--- config.mk ---
export PLATFORM = sky130hd
export DESIGN_NAME = spt_fir
export DESIGN_NICKNAME = d
export VERILOG_FILES = /design/src/rtl/spt_pkg.sv /design/src/rtl/spt_tap_line.sv /design/src/rtl/spt_tap_mult.sv /design/src/rtl/spt_sum_tree.sv /design/src/rtl/spt_fir.sv
export SDC_FILE = /design/constraint.sdc
export NUM_CORES = 2
export LEC_CHECK = 0
export BUFFER_PORTS_ARGS = -buffer_cell sky130_fd_sc_hd__buf_2
export CAP_MARGIN = 30
export CORE_AREA = 2 2 425 427
export DETAILED_ROUTE_END_ITERATION = 7
export DIE_AREA = 0 0 427 429
export PLACE_DENSITY = 0.44
export SLEW_MARGIN = 5
export SYNTH_ARGS = -nofsm -noshare
export SYNTH_HDL_FRONTEND = slang
export SYNTH_SLANG_ARGS = --single-unit
--- constraint.sdc ---
create_clock -name clk -period 14.44 [get_ports clk]
set_clock_uncertainty 0.1 [all_clocks]
set_input_delay 2.888 -clock clk [delete_from_list [all_inputs] [get_ports clk]]
set_output_delay 2.888 -clock clk [all_outputs]
set_load 0.02 [all_outputs]
--- src/rtl/spt_pkg.sv ---
`timescale 1ns/1ps
package spt_pkg;
  localparam int POS_W  = 3;
  localparam int TERMS  = 3;
  localparam int TERM_W = POS_W + 2;
  localparam int DESC_W = TERMS * TERM_W + 1;

  typedef struct packed {
    logic             en;
    logic             neg;
    logic [POS_W-1:0] pos;
  } term_t;

  typedef struct packed {
    logic                    sd_mode;
    term_t [TERMS-1:0]       t;
  } desc_t;

  // Legal when no two enabled terms share a position, and the form's
  // own limit holds: signed-digit uses at most terms 0 and 1, positive
  // form never negates.
  function automatic logic desc_legal(desc_t d);
    logic ok;
    ok = 1'b1;
    for (int a = 0; a < TERMS; a++) begin
      for (int b = a + 1; b < TERMS; b++) begin
        if (d.t[a].en && d.t[b].en && (d.t[a].pos == d.t[b].pos)) ok = 1'b0;
      end
    end
    if (d.sd_mode) begin
      if (d.t[TERMS-1].en) ok = 1'b0;
    end else begin
      for (int a = 0; a < TERMS; a++) begin
        if (d.t[a].en && d.t[a].neg) ok = 1'b0;
      end
    end
    return ok;
  endfunction
endpackage

--- src/rtl/spt_tap_line.sv ---
`timescale 1ns/1ps
module spt_tap_line #(
  parameter int DW    = 8,
  parameter int NTAPS = 8
) (
  input  logic                  clk,
  input  logic                  rst,
  input  logic                  shift_en,
  input  logic [DW-1:0]         din,
  output logic [NTAPS*DW-1:0]   taps
);
  logic [DW-1:0] sr [NTAPS];

  always_ff @(posedge clk) begin
    if (rst) begin
      for (int i = 0; i < NTAPS; i++) sr[i] <= '0;
    end else if (shift_en) begin
      sr[0] <= din;
      for (int i = 1; i < NTAPS; i++) sr[i] <= sr[i-1];
    end
  end

  generate
    for (genvar i = 0; i < NTAPS; i++) begin : g_out
      assign taps[i*DW +: DW] = sr[i];
    end
  endgenerate
endmodule

--- src/rtl/spt_tap_mult.sv ---
`timescale 1ns/1ps
module spt_tap_mult
  import spt_pkg::*;
#(
  parameter int DW = 8,
  parameter int PW = DW + (1 << POS_W) + 1
) (
  input  logic                 clk,
  input  logic                 rst,
  input  logic [DW-1:0]        sample,
  input  desc_t                desc,
  output logic signed [PW-1:0] prod,
  output logic                 bad
);
  logic signed [PW-1:0] mag [TERMS];
  logic signed [PW-1:0] sd_first;
  logic signed [PW-1:0] sd_val;
  logic signed [PW-1:0] us_val;

  // Only enabled positions contribute a shifted copy of the sample.
  generate
    for (genvar k = 0; k < TERMS; k++) begin : g_term
      assign mag[k] = desc.t[k].en ? (PW'(sample) << desc.t[k].pos) : '0;
    end
  endgenerate

  always_comb begin
    bad      = !desc_legal(desc);
    sd_first = desc.t[0].neg ? -mag[0] : mag[0];
    sd_val   = desc.t[1].neg ? (sd_first - mag[1]) : (sd_first + mag[1]);
    us_val   = mag[0] + mag[1] + mag[2];
  end

  always_ff @(posedge clk) begin
    if (rst)          prod <= '0;
    else if (bad)     prod <= '0;
    else if (desc.sd_mode) prod <= sd_val;
    else              prod <= us_val;
  end
endmodule

--- src/rtl/spt_sum_tree.sv ---
`timescale 1ns/1ps
module spt_sum_tree #(
  parameter int IW    = 17,
  parameter int NLEAF = 8,
  parameter int OW    = IW + $clog2(NLEAF)
) (
  input  logic                  clk,
  input  logic                  rst,
  input  logic [NLEAF*IW-1:0]   leaves,
  output logic signed [OW-1:0]  sum
);
  localparam int LEVELS = $clog2(NLEAF);
  localparam int NP     = 1 << LEVELS;
  localparam int NINT   = NP - 1;

  logic signed [OW-1:0] leaf [NP];
  logic signed [OW-1:0] acc  [NINT];
  logic signed [OW-1:0] all  [2*NP-1];

  // Heap layout: node i has children 2i+1 and 2i+2; leaves follow the
  // internal nodes. Missing leaves are padded with zero.
  always_comb begin
    for (int i = 0; i < NP; i++) begin
      if (i < NLEAF) leaf[i] = OW'($signed(leaves[i*IW +: IW]));
      else           leaf[i] = '0;
    end
    for (int i = 0; i < NINT; i++) all[i] = acc[i];
    for (int i = 0; i < NP; i++)   all[NINT+i] = leaf[i];
  end

  always_ff @(posedge clk) begin
    if (rst) begin
      for (int i = 0; i < NINT; i++) acc[i] <= '0;
    end else begin
      for (int i = 0; i < NINT; i++) acc[i] <= all[2*i+1] + all[2*i+2];
    end
  end

  assign sum = acc[0];
endmodule

--- src/rtl/spt_fir.sv ---
`timescale 1ns/1ps
module spt_fir
  import spt_pkg::*;
#(
  parameter int DW    = 8,
  parameter int NTAPS = 8,
  parameter int SW    = DW + (1 << POS_W) + 1 + $clog2(NTAPS)
) (
  input  logic                      clk,
  input  logic                      rst,
  input  logic                      in_valid,
  input  logic [DW-1:0]             in_sample,
  input  logic [NTAPS*DESC_W-1:0]   tap_desc,
  output logic                      out_valid,
  output logic signed [SW-1:0]      out_sum,
  output logic                      desc_err
);
  localparam int PW     = DW + (1 << POS_W) + 1;
  localparam int LEVELS = $clog2(NTAPS);
  localparam int LAT    = LEVELS + 2;

  logic [NTAPS*DW-1:0] taps;
  logic [NTAPS*PW-1:0] prods;
  logic [NTAPS-1:0]    bad;
  logic [LAT-1:0]      vpipe;

  spt_tap_line #(.DW(DW), .NTAPS(NTAPS)) line_i (
    .clk(clk), .rst(rst), .shift_en(in_valid), .din(in_sample), .taps(taps)
  );

  generate
    for (genvar j = 0; j < NTAPS; j++) begin : g_tap
      logic signed [PW-1:0] p;
      spt_tap_mult #(.DW(DW), .PW(PW)) mult_i (
        .clk(clk), .rst(rst),
        .sample(taps[j*DW +: DW]),
        .desc(desc_t'(tap_desc[j*DESC_W +: DESC_W])),
        .prod(p), .bad(bad[j])
      );
      assign prods[j*PW +: PW] = p;
    end
  endgenerate

  spt_sum_tree #(.IW(PW), .NLEAF(NTAPS), .OW(SW)) tree_i (
    .clk(clk), .rst(rst), .leaves(prods), .sum(out_sum)
  );

  always_ff @(posedge clk) begin
    if (rst) begin
      vpipe    <= '0;
      desc_err <= 1'b0;
    end else begin
      vpipe    <= {vpipe[LAT-2:0], in_valid};
      desc_err <= desc_err | (|bad);
    end
  end

  assign out_valid = vpipe[LAT-1];
endmodule

==> results.txt <==
----------------------------------------------------
[Layout]
  Final layout net count ... 6272
  Number of diodes ... 0
  Fraction of layout instances using a drive strength above 1 ... 8.29%
  Synth-to-layout area growth ... 9.11%

[Synth]
  Avg Cell Area, Syn ... 7.79 um^2
  Synth Flop Type ... sky130_fd_sc_hd__dfxtp_1
  Register bit count reported by yosys ... 338
  Netlist area before placement ... 44500 um^2
  Number of flops mapped to enable cells by yosys ... 64
  Sequential cell area fraction in the yosys report ... 16.7%
  Cell variety after synth ... 102
  Share of synthesized registers carrying an async set or reset ... 0%
  Yosys warns ... 0
  Net count of the mapped netlist ... 6372
  Gate Count Post-Synth ... 5711

[Clock network]
  Max Buffers Root-to-Sink ... 3
  Total number of clock tree sinks ... 338
  Clock edge transition at the registers on the reported setup and hold paths ... 0.05 ns
  Number of resized instances in the post-cts repair step ... 0
  CTS Hold Bufs ... 0
  Clock Root Buffer ... sky130_fd_sc_hd__clkbuf_16
  Setup Fix Bufs, Post-CTS ... 0
  Clock insertion delay at the later pin of the skew report ... 0.62 ns
  Number of buffers added by the clock tree synthesis step ... 45
  CTS tree ... built
  Maximum level of the CTS H-tree ... 2

[Detailed routing]
  Routed len/inst ... 18.1 um
  First-iteration detailed-routing DRC count ... 2592
  Final ANT Viol Nets ... 0
  Detailed-routing iteration count for the pre-antenna-repair pass ... 6
  Number of DRC violations after detailed routing ... 0
  Post-DR vias/cell ... 4.87
  Total via count after detailed routing ... 39.0k
  Detailed Route WL ... 145000 um

[Die]
  Die Footprint ... 183000 um^2
  Row Count ... 155
  Chip width ... 427 um
  Top-level port count ... 161
  Die height ... 429 um
  Core area ... 178000 um^2
  Initial Utilization ... 25.0%

[Global routing]
  Antenna violations before repair ... 2
  Via count of the first global-routing pass ... 38.7k
  Total routing usage reported by global routing ... 15.5%
  Largest net degree at the start of global routing ... 62
  Congestion Overflow GR ... 0
  Wire length of the first global-routing pass ... 226000 um

[STA]
  TNS Setup ... 0 ns
  Period utilisation layout ... 48.3%
  Transition at the pin with the smallest max-transition slack ... 1.01 ns
  Unrepaired setup endpoints after global routing ... no
  Fmax ... 143 MHz
  Hold_ws ... 0.335 ns
  Endpoints failing hold ... 0
  Headroom to the max-slew limit ... 32.9%
  Setup violation total in the final timing report ... 0
  Post-layout minimum cycle time ... 6.97 ns
  Count of pins over their slew limit ... 0

[Critical path]
  Most numerous cell on the critical path ... sky130_fd_sc_hd__a21oi_1
  Buffering stage count on the worst path with inverters included ... 1
  Kind of start point of the critical path ... primary input
  Data required time of the worst path ... 14.83 ns
  Highest-delay cell along the critical path ... sky130_fd_sc_hd__a222oi_1
  Maximum fanout encountered on the critical timing path ... 19
  Endpoint arrival time on the critical path ... 7.36 ns
  Ordered cell list for the critical path ... buf_2 > mux2_1 > nor2b_1 > a222oi_1 > nand2_1 > o31ai_1 > xnor2_1 > ha_1 > and2_1 > a221o_1 > a21oi_1 > a21oi_1 > a221oi_1 > mux2_2 > a211o_1
  Delay of the slowest cell on the worst path ... 0.84 ns
  Critical path capture point type ... flop
  Startpoint-to-endpoint class of the critical path ... primary input to flop
  CP delay by family, top ... compound AO/OA/AOI/OAI gates

[Placement]
  Number of buffers inserted by port buffering ... 160
  RD Place Congestion ... 0.895
  Post-DP HPWL ... 118000 um

[Run]
  Max cap viols ... 0

[Outcome]
  Run status ... completed

[Power and ir drop]
  Worst vdd rail ir drop ... 0.0000808 V
  Power per standard cell area ... 91.6 nW/um^2
  Leakage dissipation ... 21.5 nW

[Hold path]
  Min-Delay Path Class ... flop to flop

----------------------------------------------------
## registers in the layout, indices dropped and copies added, names as in the netlist
| signal | cells |
|---|---|
| desc_err | 1 |
| g_tap.mult_i.prod | 136 |
| line_i.sr | 64 |
| tree_i.acc | 132 |
| vpipe | 5 |
## cells in the final DEF (no fill, tap or decap), types with 18 or more instances in the layout
cell                        instances
sky130_fd_sc_hd__a211o_1           18
sky130_fd_sc_hd__a211oi_1          92
sky130_fd_sc_hd__a21o_1            85
sky130_fd_sc_hd__a21oi_1          350
sky130_fd_sc_hd__a31oi_1           63
sky130_fd_sc_hd__and2_1            99
sky130_fd_sc_hd__and3_1            66
sky130_fd_sc_hd__buf_2            159
sky130_fd_sc_hd__clkbuf_16         51
sky130_fd_sc_hd__dfxtp_1          274
sky130_fd_sc_hd__edfxtp_1          64
sky130_fd_sc_hd__fa_1             143
sky130_fd_sc_hd__ha_1             379
sky130_fd_sc_hd__inv_1            391
sky130_fd_sc_hd__mux2_2           114
sky130_fd_sc_hd__mux2i_1          133
sky130_fd_sc_hd__mux4_2            45
sky130_fd_sc_hd__nand2_1          549
sky130_fd_sc_hd__nand2b_1         112
sky130_fd_sc_hd__nand3_1          130
sky130_fd_sc_hd__nand3b_1          19
sky130_fd_sc_hd__nand4_1           44
sky130_fd_sc_hd__nor2_1           557
sky130_fd_sc_hd__nor2b_1          139
sky130_fd_sc_hd__nor3_1           133
sky130_fd_sc_hd__nor3b_1           20
sky130_fd_sc_hd__o211a_1           18
sky130_fd_sc_hd__o211ai_1          58
sky130_fd_sc_hd__o21a_1            55
sky130_fd_sc_hd__o21ai_0          278
sky130_fd_sc_hd__o21bai_1          19
sky130_fd_sc_hd__o22ai_1           21
sky130_fd_sc_hd__o31ai_1           30
sky130_fd_sc_hd__or2_2             22
sky130_fd_sc_hd__or3_1             36
sky130_fd_sc_hd__xnor2_1          322
sky130_fd_sc_hd__xor2_1           227
## area by class of cell
type                            instances  area (um^2)
Timing Repair Buffer                  172          901
Clock inverter                         16          185
Tap cell                             2355         2950
Inverter                              400         1500
Clock buffer                           67         1390
Fill cell                           19600       129000
Multi-Input combinational cell       4654        34200
Sequential cell                       338         7410
## worst paths after layout
check | start | endpoint | slack [ns] | depth (start not counted)
max | tap_desc[80] | g_tap[5].mult_i.prod[15] | 7.47 | 15
min | vpipe[0] | vpipe[1] | 0.33 | 1
max reg2reg | line_i.sr[0][25] | g_tap[3].mult_i.prod[15] | 9.41 | 15
min reg2reg | vpipe[0] | vpipe[1] | 0.33 | 1
## power by group
part,total [W],switching [W],leakage [nW],internal (W)
registers,0.00117,0.000105,2.94,0.00107
clock network,0.00118,0.000459,0.762,0.000722
logic,0.00209,0.00122,17.8,0.000870
## synth_stat cells, drive strengths merged (91+ instances only)
cell / n / area share (%)
nor2: 557 / 4.7
nand2: 549 / 4.6
inv: 393 / 3.3
ha: 379 / 11
a21oi: 350 / 3.9
xnor2: 322 / 6.3
o21ai: 286 / 3.2
dfxtp: 274 / 12
clkbuf: 228 / 1.9
xor2: 227 / 4.5
fa: 143 / 6.4
nor2b: 140 / 2.0
mux2i: 134 / 3.0
nor3: 133 / 1.5
nand3: 130 / 1.5
mux2: 121 / 3.1
nand2b: 113 / 1.6
and2: 101 / 1.4
a211oi: 92 / 1.6
buf: 91 / 1.2
## layer usage
| layer | track usage, % | wire (um) | share of wire, % | vias up |
|---|---|---|---|---|
| met2 | 25.1 | 65500 | 45 | 793 |
| met1 | 21.3 | 69200 | 48 | 18300 |
| met3 | 1.55 | 5220 | 3.6 | 173 |
| met4 | 5.46 | 5250 | 3.6 | 0 |
| li1 | - | - | - | 19800 |
| met5 | 0 | 0 | 0 | - |
## metrics by stage
step / setup WS [ns] / std cells / area [um^2] / power [W] / util, %
2_1_floorplan: 7.52 / 5711 / 44500 / 0.00275 / -
3_3_place_gp: 6.84 / 7918 / 47000 / 0.00329 / 26.4
3_5_place_dp: 6.82 / 7919 / 47000 / 0.00327 / 26.4
4_1_cts: 7.48 / 8002 / 48500 / 0.00450 / 27.3
5_1_grt: 6.99 / 8002 / 48500 / 0.00479 / 27.3
6_report: 7.47 / 8002 / 48500 / 0.00445 / 27.3
## kinds of logic (layout without fill, tap and decap cells)
family	count (synthesis)	after routing	share of synthesized area (%)
AOI/OAI and AO/OA	1295	1295	19.0
DFF	338	338	16.7
and+or+nand+nor	1982	1982	21.3
buffers and inverters	719	655	6.47
xor gates and xnor gates	552	552	11.0
muxes	303	303	8.55
adders and majority gates	522	522	17.1
No activity file was read; power rests on OpenSTA's default activity.
